===== src/rtl/fpri_pkg.sv =====
package fpri_pkg;

   typedef enum logic [2:0] {
      DIR_NEAR_EVEN = 3'd0,
      DIR_NEAR_AWAY = 3'd1,
      DIR_UP        = 3'd2,
      DIR_DOWN      = 3'd3,
      DIR_ZERO      = 3'd4
   } dir_t;

   localparam logic [2:0] OP_NEAR_EVEN = 3'd0;
   localparam logic [2:0] OP_NEAR_AWAY = 3'd1;
   localparam logic [2:0] OP_UP        = 3'd2;
   localparam logic [2:0] OP_DOWN      = 3'd3;
   localparam logic [2:0] OP_ZERO      = 3'd4;
   localparam logic [2:0] OP_DYN       = 3'd5;
   localparam logic [2:0] OP_DYN_EXACT = 3'd6;

endpackage


===== src/rtl/fpri_decode.sv =====
module fpri_decode
   import fpri_pkg::*;
(
   input  logic [2:0] op,
   input  logic [1:0] dyn_mode,
   output dir_t       dir,
   output logic       report_inexact
);

   dir_t dyn_dir;

   always_comb begin
      case (dyn_mode)
         2'b00:   dyn_dir = DIR_NEAR_EVEN;
         2'b01:   dyn_dir = DIR_UP;
         2'b10:   dyn_dir = DIR_DOWN;
         default: dyn_dir = DIR_ZERO;
      endcase
   end

   always_comb begin
      case (op)
         OP_NEAR_EVEN: dir = DIR_NEAR_EVEN;
         OP_NEAR_AWAY: dir = DIR_NEAR_AWAY;
         OP_UP:        dir = DIR_UP;
         OP_DOWN:      dir = DIR_DOWN;
         OP_ZERO:      dir = DIR_ZERO;
         default:      dir = dyn_dir;
      endcase
   end

   assign report_inexact = (op == OP_DYN_EXACT);

endmodule


===== src/rtl/fpri_round.sv =====
module fpri_round
   import fpri_pkg::*;
#(
   parameter int EXP_W = 8,
   parameter int MAN_W = 23
) (
   input  logic [EXP_W+MAN_W:0] a,
   input  dir_t                 dir,
   input  logic                 report_inexact,
   output logic [EXP_W+MAN_W:0] res,
   output logic                 inexact,
   output logic                 invalid
);

   localparam int MAG_W = EXP_W + MAN_W;
   localparam int BIAS  = (1 << (EXP_W - 1)) - 1;
   localparam logic [EXP_W-1:0] EXP_BIAS = EXP_W'(BIAS);
   localparam logic [EXP_W-1:0] EXP_INTG = EXP_W'(BIAS + MAN_W);
   localparam logic [EXP_W-1:0] EXP_HALF = EXP_W'(BIAS - 1);
   localparam logic [MAG_W-1:0] MAG_ONE  = {EXP_BIAS, {MAN_W{1'b0}}};
   localparam logic [MAG_W-1:0] MAG_LSB  = MAG_W'(1);

   logic             sgn;
   logic [EXP_W-1:0] expo;
   logic [MAN_W-1:0] man;
   logic [MAG_W-1:0] mag;
   logic [EXP_W-1:0] nfrac;
   logic [MAG_W-1:0] mask, frac, half, unit;
   logic             odd, up, lost;

   assign sgn  = a[MAG_W];
   assign expo = a[MAG_W-1:MAN_W];
   assign man  = a[MAN_W-1:0];
   assign mag  = a[MAG_W-1:0];

   always_comb begin
      res     = a;
      invalid = 1'b0;
      lost    = 1'b0;
      up      = 1'b0;
      nfrac   = EXP_INTG - expo;
      unit    = MAG_LSB << nfrac;
      mask    = unit - MAG_LSB;
      half    = MAG_LSB << (nfrac - EXP_W'(1));
      frac    = mag & mask;
      odd     = |(mag & unit);
      if (&expo) begin
         if (man != '0) begin
            res[MAN_W-1] = 1'b1;
            invalid      = ~man[MAN_W-1];
         end
      end else if (expo >= EXP_INTG) begin
         res = a;
      end else if (expo < EXP_BIAS) begin
         if (mag != '0) begin
            lost = 1'b1;
            case (dir)
               DIR_NEAR_EVEN: up = (expo == EXP_HALF) && (man != '0);
               DIR_NEAR_AWAY: up = (expo == EXP_HALF);
               DIR_UP:        up = ~sgn;
               DIR_DOWN:      up = sgn;
               default:       up = 1'b0;
            endcase
            res = {sgn, up ? MAG_ONE : {MAG_W{1'b0}}};
         end
      end else begin
         lost = (frac != '0);
         case (dir)
            DIR_NEAR_EVEN: up = (frac > half) || ((frac == half) && odd);
            DIR_NEAR_AWAY: up = (frac >= half);
            DIR_UP:        up = ~sgn & lost;
            DIR_DOWN:      up = sgn & lost;
            default:       up = 1'b0;
         endcase
         res = {sgn, (mag & ~mask) + (up ? unit : {MAG_W{1'b0}})};
      end
   end

   assign inexact = lost & report_inexact;

endmodule


===== src/rtl/fpri_delay.sv =====
module fpri_delay #(
   parameter int WIDTH = 34,
   parameter int DEPTH = 2
) (
   input  logic             clk,
   input  logic             rst_n,
   input  logic             in_v,
   input  logic [WIDTH-1:0] in_d,
   output logic             out_v,
   output logic [WIDTH-1:0] out_d
);

   logic [DEPTH-1:0] v;
   logic [WIDTH-1:0] d [DEPTH];

   for (genvar g = 0; g < DEPTH; g++) begin : g_stage
      if (g == 0) begin : g_head
         always_ff @(posedge clk) begin
            if (!rst_n) begin
               v[0] <= 1'b0;
               d[0] <= '0;
            end else begin
               v[0] <= in_v;
               if (in_v) d[0] <= in_d;
            end
         end
      end else begin : g_body
         always_ff @(posedge clk) begin
            if (!rst_n) begin
               v[g] <= 1'b0;
               d[g] <= '0;
            end else begin
               v[g] <= v[g-1];
               if (v[g-1]) d[g] <= d[g-1];
            end
         end
      end
   end

   assign out_v = v[DEPTH-1];
   assign out_d = d[DEPTH-1];

endmodule


===== src/rtl/fpri_top.sv =====
module fpri_top
   import fpri_pkg::*;
#(
   parameter int EXP_W   = 8,
   parameter int MAN_W   = 23,
   parameter int LATENCY = 2
) (
   input  logic                 clk,
   input  logic                 rst_n,
   input  logic                 in_valid,
   input  logic [2:0]           in_op,
   input  logic [1:0]           in_dyn_mode,
   input  logic [EXP_W+MAN_W:0] in_a,
   output logic                 out_valid,
   output logic [EXP_W+MAN_W:0] out_res,
   output logic                 out_inexact,
   output logic                 out_invalid
);

   localparam int W  = EXP_W + MAN_W + 1;
   localparam int PW = W + 2;

   if (LATENCY < 1) begin : g_bad_latency
      $error("fpri_top: LATENCY must be at least 1");
   end
   if (EXP_W < 3 || MAN_W < 2) begin : g_bad_format
      $error("fpri_top: format too narrow");
   end
   if ((1 << (EXP_W - 1)) - 1 + MAN_W >= (1 << EXP_W) - 1) begin : g_bad_range
      $error("fpri_top: mantissa too wide for exponent range");
   end

   dir_t         dir;
   logic         report_inexact;
   logic [W-1:0] r_res;
   logic         r_inexact, r_invalid;
   logic [PW-1:0] q_d;
   logic          q_v;

   fpri_decode u_decode (
      .op             (in_op),
      .dyn_mode       (in_dyn_mode),
      .dir            (dir),
      .report_inexact (report_inexact)
   );

   fpri_round #(.EXP_W(EXP_W), .MAN_W(MAN_W)) u_round (
      .a              (in_a),
      .dir            (dir),
      .report_inexact (report_inexact),
      .res            (r_res),
      .inexact        (r_inexact),
      .invalid        (r_invalid)
   );

   fpri_delay #(.WIDTH(PW), .DEPTH(LATENCY)) u_delay (
      .clk   (clk),
      .rst_n (rst_n),
      .in_v  (in_valid),
      .in_d  ({r_res, r_inexact, r_invalid}),
      .out_v (q_v),
      .out_d (q_d)
   );

   assign out_valid   = q_v;
   assign out_res     = q_d[PW-1:2];
   assign out_inexact = q_v & q_d[1];
   assign out_invalid = q_v & q_d[0];

endmodule


===== config.mk =====
export PLATFORM = sky130hd
export DESIGN_NAME = fpri_top
export DESIGN_NICKNAME = d
export VERILOG_FILES = /design/src/rtl/fpri_pkg.sv /design/src/rtl/fpri_decode.sv /design/src/rtl/fpri_round.sv /design/src/rtl/fpri_delay.sv /design/src/rtl/fpri_top.sv
export SDC_FILE = /design/constraint.sdc
export NUM_CORES = 1
export LEC_CHECK = 0
export ABC_AREA = 1
export CAP_MARGIN = 20
export CORE_UTILIZATION = 55
export DETAILED_ROUTE_END_ITERATION = 8
export PLACE_DENSITY = 0.77
export SETUP_SLACK_MARGIN = 0.05
export SKIP_CTS_REPAIR_TIMING = 1
export SLEW_MARGIN = 30
export SYNTH_ARGS = -nofsm -noshare
export SYNTH_HDL_FRONTEND = slang
export SYNTH_SLANG_ARGS = --single-unit

===== constraint.sdc =====
create_clock -name clk -period 14.2 [get_ports clk]
set_clock_uncertainty 0.15 [all_clocks]
set_input_delay 2.13 -clock clk [delete_from_list [all_inputs] [get_ports clk]]
set_output_delay 2.13 -clock clk [all_outputs]
set_load 0.02 [all_outputs]

==> metrics.md <==
| Metric | Value |
|---|---|
| Hold Crit Class | `flip-flop to flip-flop` |
| Commonest non-fill, non-tap cell in the layout | `nand2_1` |
| CP Launch Type | `primary input` |
| R2R setup slack | `12.51 ns` |
| Syn avg cell area | `6.779 sq um` |
| DRT Pass-1 Iters | `8` |
| PortBufs | `74` |
| Area contributors post-synth | `edfxtp_1, nand2_1, ha_1` |
| CTS tree | `built` |
| Status | `finished, final reports clean` |
| Max incr delay on CP | `0.72 ns` |
| Fin Setup TNS | `0 ns` |
| Kind of critical path | `primary input to flip-flop` |
| Synth async-reset ratio | `0%` |
| Worst slack, placed | `2.641 ns` |
| DP Wirelength | `22.15 mm` |
| I/O Pins | `75` |
| Antenna Cells | `0` |
| Most common cell on crit path | `nand2_1` |
| Sw power | `215.0 uW` |
| Mapped Nets | `1,333` |
| Clock Latency Late Sink | `0.33 ns` |
| Leakage | `0.004570 uW` |
| Crit path capture type | `flip-flop` |
| Routability congestion estimate | `1.034` |
| Warnings, synthesis | `0` |
| First-pass GRT wire length | `41.91 mm` |
| DIE HEIGHT | `124.7 microns` |
| Die Area | `15,560 sq um` |
| Number of flops mapped to enable cells by yosys | `68` |
| Seq pwr share | `37.7%` |
| Count of cell types in the netlist | `56` |
| Hold Slack | `0.3885 ns` |
| Detail-routed via count per cell | `5.771` |
| Clock-pin slew on the worst setup and hold paths | `0.06 ns` |
| GR Util All Layers | `34.43%` |
| Post-synth top area share | `24.65%` |
| Post-Syn Area | `8284 sq um` |
| Worst path required time | `14.11 ns` |
| Commonest cells after routing, fill and taps aside | `nand2_1, inv_1, nor2_1, a21oi_1, nand3_1` |
| Worst EP arrival | `11.37 ns` |
| Max Freq | `87.30 MHz` |
| Clock power share | `32.7%` |
| 1st-iter DRT viols | `833` |
| Seq cells post-synth | `70` |
| Finished Layout Cells | `1,449` |
| Worst-Margin Slew | `0.6412 ns` |
| CTS H-tree depth | `3` |
| Combinational share of power | `29.6%` |
| Total number of vias | `8,362` |
| Main synth FF type | `edfxtp_1` |
| Total wire length | `26.69 mm` |
| Tcrit/Tclk final | `80.67%` |
| CP max-delay cell | `clkdlybuf4s50_1` |
| Layout cells sized above 1 | `9.012%` |
| Rows | `44` |
| Sw Ratio | `32.80%` |
| Register area share after synthesis | `25.13%` |
| # DRC | `0` |
| Slew margin rel. | `56.80%` |
| Number of antenna violations at the first check in global routing | `0` |
| Slew Viols, Final | `0` |
| Inserted Clock Buffers | `9` |
| WL/cell | `18.42 microns` |
| Area delta synth->final | `11.19%` |
| Dpl cells | `1,433` |
| CP max FO | `30` |
| Mapped Cells | `1,222` |
| CTS max path bufs | `2` |
| Synth area leader | `edfxtp_1` |
| VDD IR-drop max | `47.55 uV` |
| Vias in the first global route | `7,760` |
| Clock root cell | `clkbuf_16` |
| Initial Utilization | `56.78%` |
| Final hold violation count | `0` |
| Largest net degree at the start of global routing | `36` |
| Overflow after GRT | `0` |
| Minimum clock period | `11.46 ns` |
| Final worst slack | `2.745 ns` |
| Pint | `440.5 uW` |
| Post-DRT Antenna Nets | `0` |
| Max_cap viols | `0` |
| Unrepaired setup endpoints after global routing | `no` |
| Core box area | `14,590 sq um` |
| Power per cell area | `71.17 nW/um^2` |
| Clk sinks | `70` |
| Die width | `124.7 microns` |
| Fin nets | `1,371` |
| # setup viols final | `0` |
[kinds of logic (layout without fill, tap and decap cells)]
family	count (synthesis)	count (layout)	synth area share [%]
xor+xnor	16	16	1.692
flops	70	70	25.13
simple gates	629	629	36.19
fa+ha+maj	71	71	10.81
compound gates	182	182	12.35
buf+inv	254	297	13.82
[path summary, 6_finish.rpt]
kind	from	endpoint	cells after the start
hold / removal	u_delay.d[0][15]$_SDFFCE_PN0P_	u_delay.d[1][15]$_SDFFCE_PN0P_	2
setup / recovery	in_a[23]	u_delay.d[0][32]$_SDFFCE_PN0P_	55
setup reg to reg	u_delay.v[0]$_SDFF_PN0_	u_delay.d[1][30]$_SDFFCE_PN0P_	3
hold reg to reg	u_delay.d[0][15]$_SDFFCE_PN0P_	u_delay.d[1][15]$_SDFFCE_PN0P_	2
[metrics by stage]
step | utilization (%) | instance area [sq um] | total power (uW)
6_report | 63.14 | 9211 | 655.6
5_1_grt | 63.14 | 9211 | 683.7
4_1_cts | 63.14 | 9211 | 653.4
3_5_place_dp | 61.15 | 8921 | 440.6
3_3_place_gp | 61.13 | 8919 | 438.7
2_1_floorplan | - | 8284 | 384.8
[synthesized netlist by cell type (all sizes together), types with 8 or more instances]
cell and count:
a31oi 8, xor2 11, buf 42, a21oi 98
edfxtp 68, nor3 29, nor2 187, nand2 272
inv 199, nor4 9, nand4 33, clkbuf 10
nand3 87, ha 70, or2 9, o21ai 41
[critical path, delay by kind of cell]
| family | cells | cell delay [ns] |
|---|---|---|
| buffers and inverters | 4 | 1.25 |
| XOR/XNOR | 1 | 0.17 |
| adder cells (fa/ha/maj) | 5 | 1.65 |
| AND/OR/NAND/NOR | 37 | 4.48 |
| AO/OA/AOI/OAI | 8 | 1.65 |
[metal layers]
layer  GRT usage [%]  part of all wire (%)  vias up
met5               0                     0        -
met4           13.04                   3.6        0
met3           3.608                   7.7       65
met2           56.87                    46      387
met1           46.19                    42     3819
li1                -                     -     4091
[state kept, by name, summed over array words and instances (netlist names)]
name and count:
u_delay.v 1, u_delay.d 68, u_delay.out_v 1
[area by class of cell]
type	count	area, sq um
clock inverters	7	65.06
fillers	1336	5378
well taps	184	230.2
flip-flops and latches	70	2082
repair buffers	79	778.2
inverters	202	770.7
multi-input cells	898	5060
clock buffers	9	225.2
[power groups by stage]
stage / Sequential [uW] / Combinational, uW / Clock, uW
global placement: 251 / 188 / 0
CTS: 247 / 191 / 216
finish: 247 / 194 / 214
global route: 249 / 212 / 224
detailed placement: 251 / 189 / 0
floorplan: 251 / 134 / 0
(Power assumes the default switching activity.)
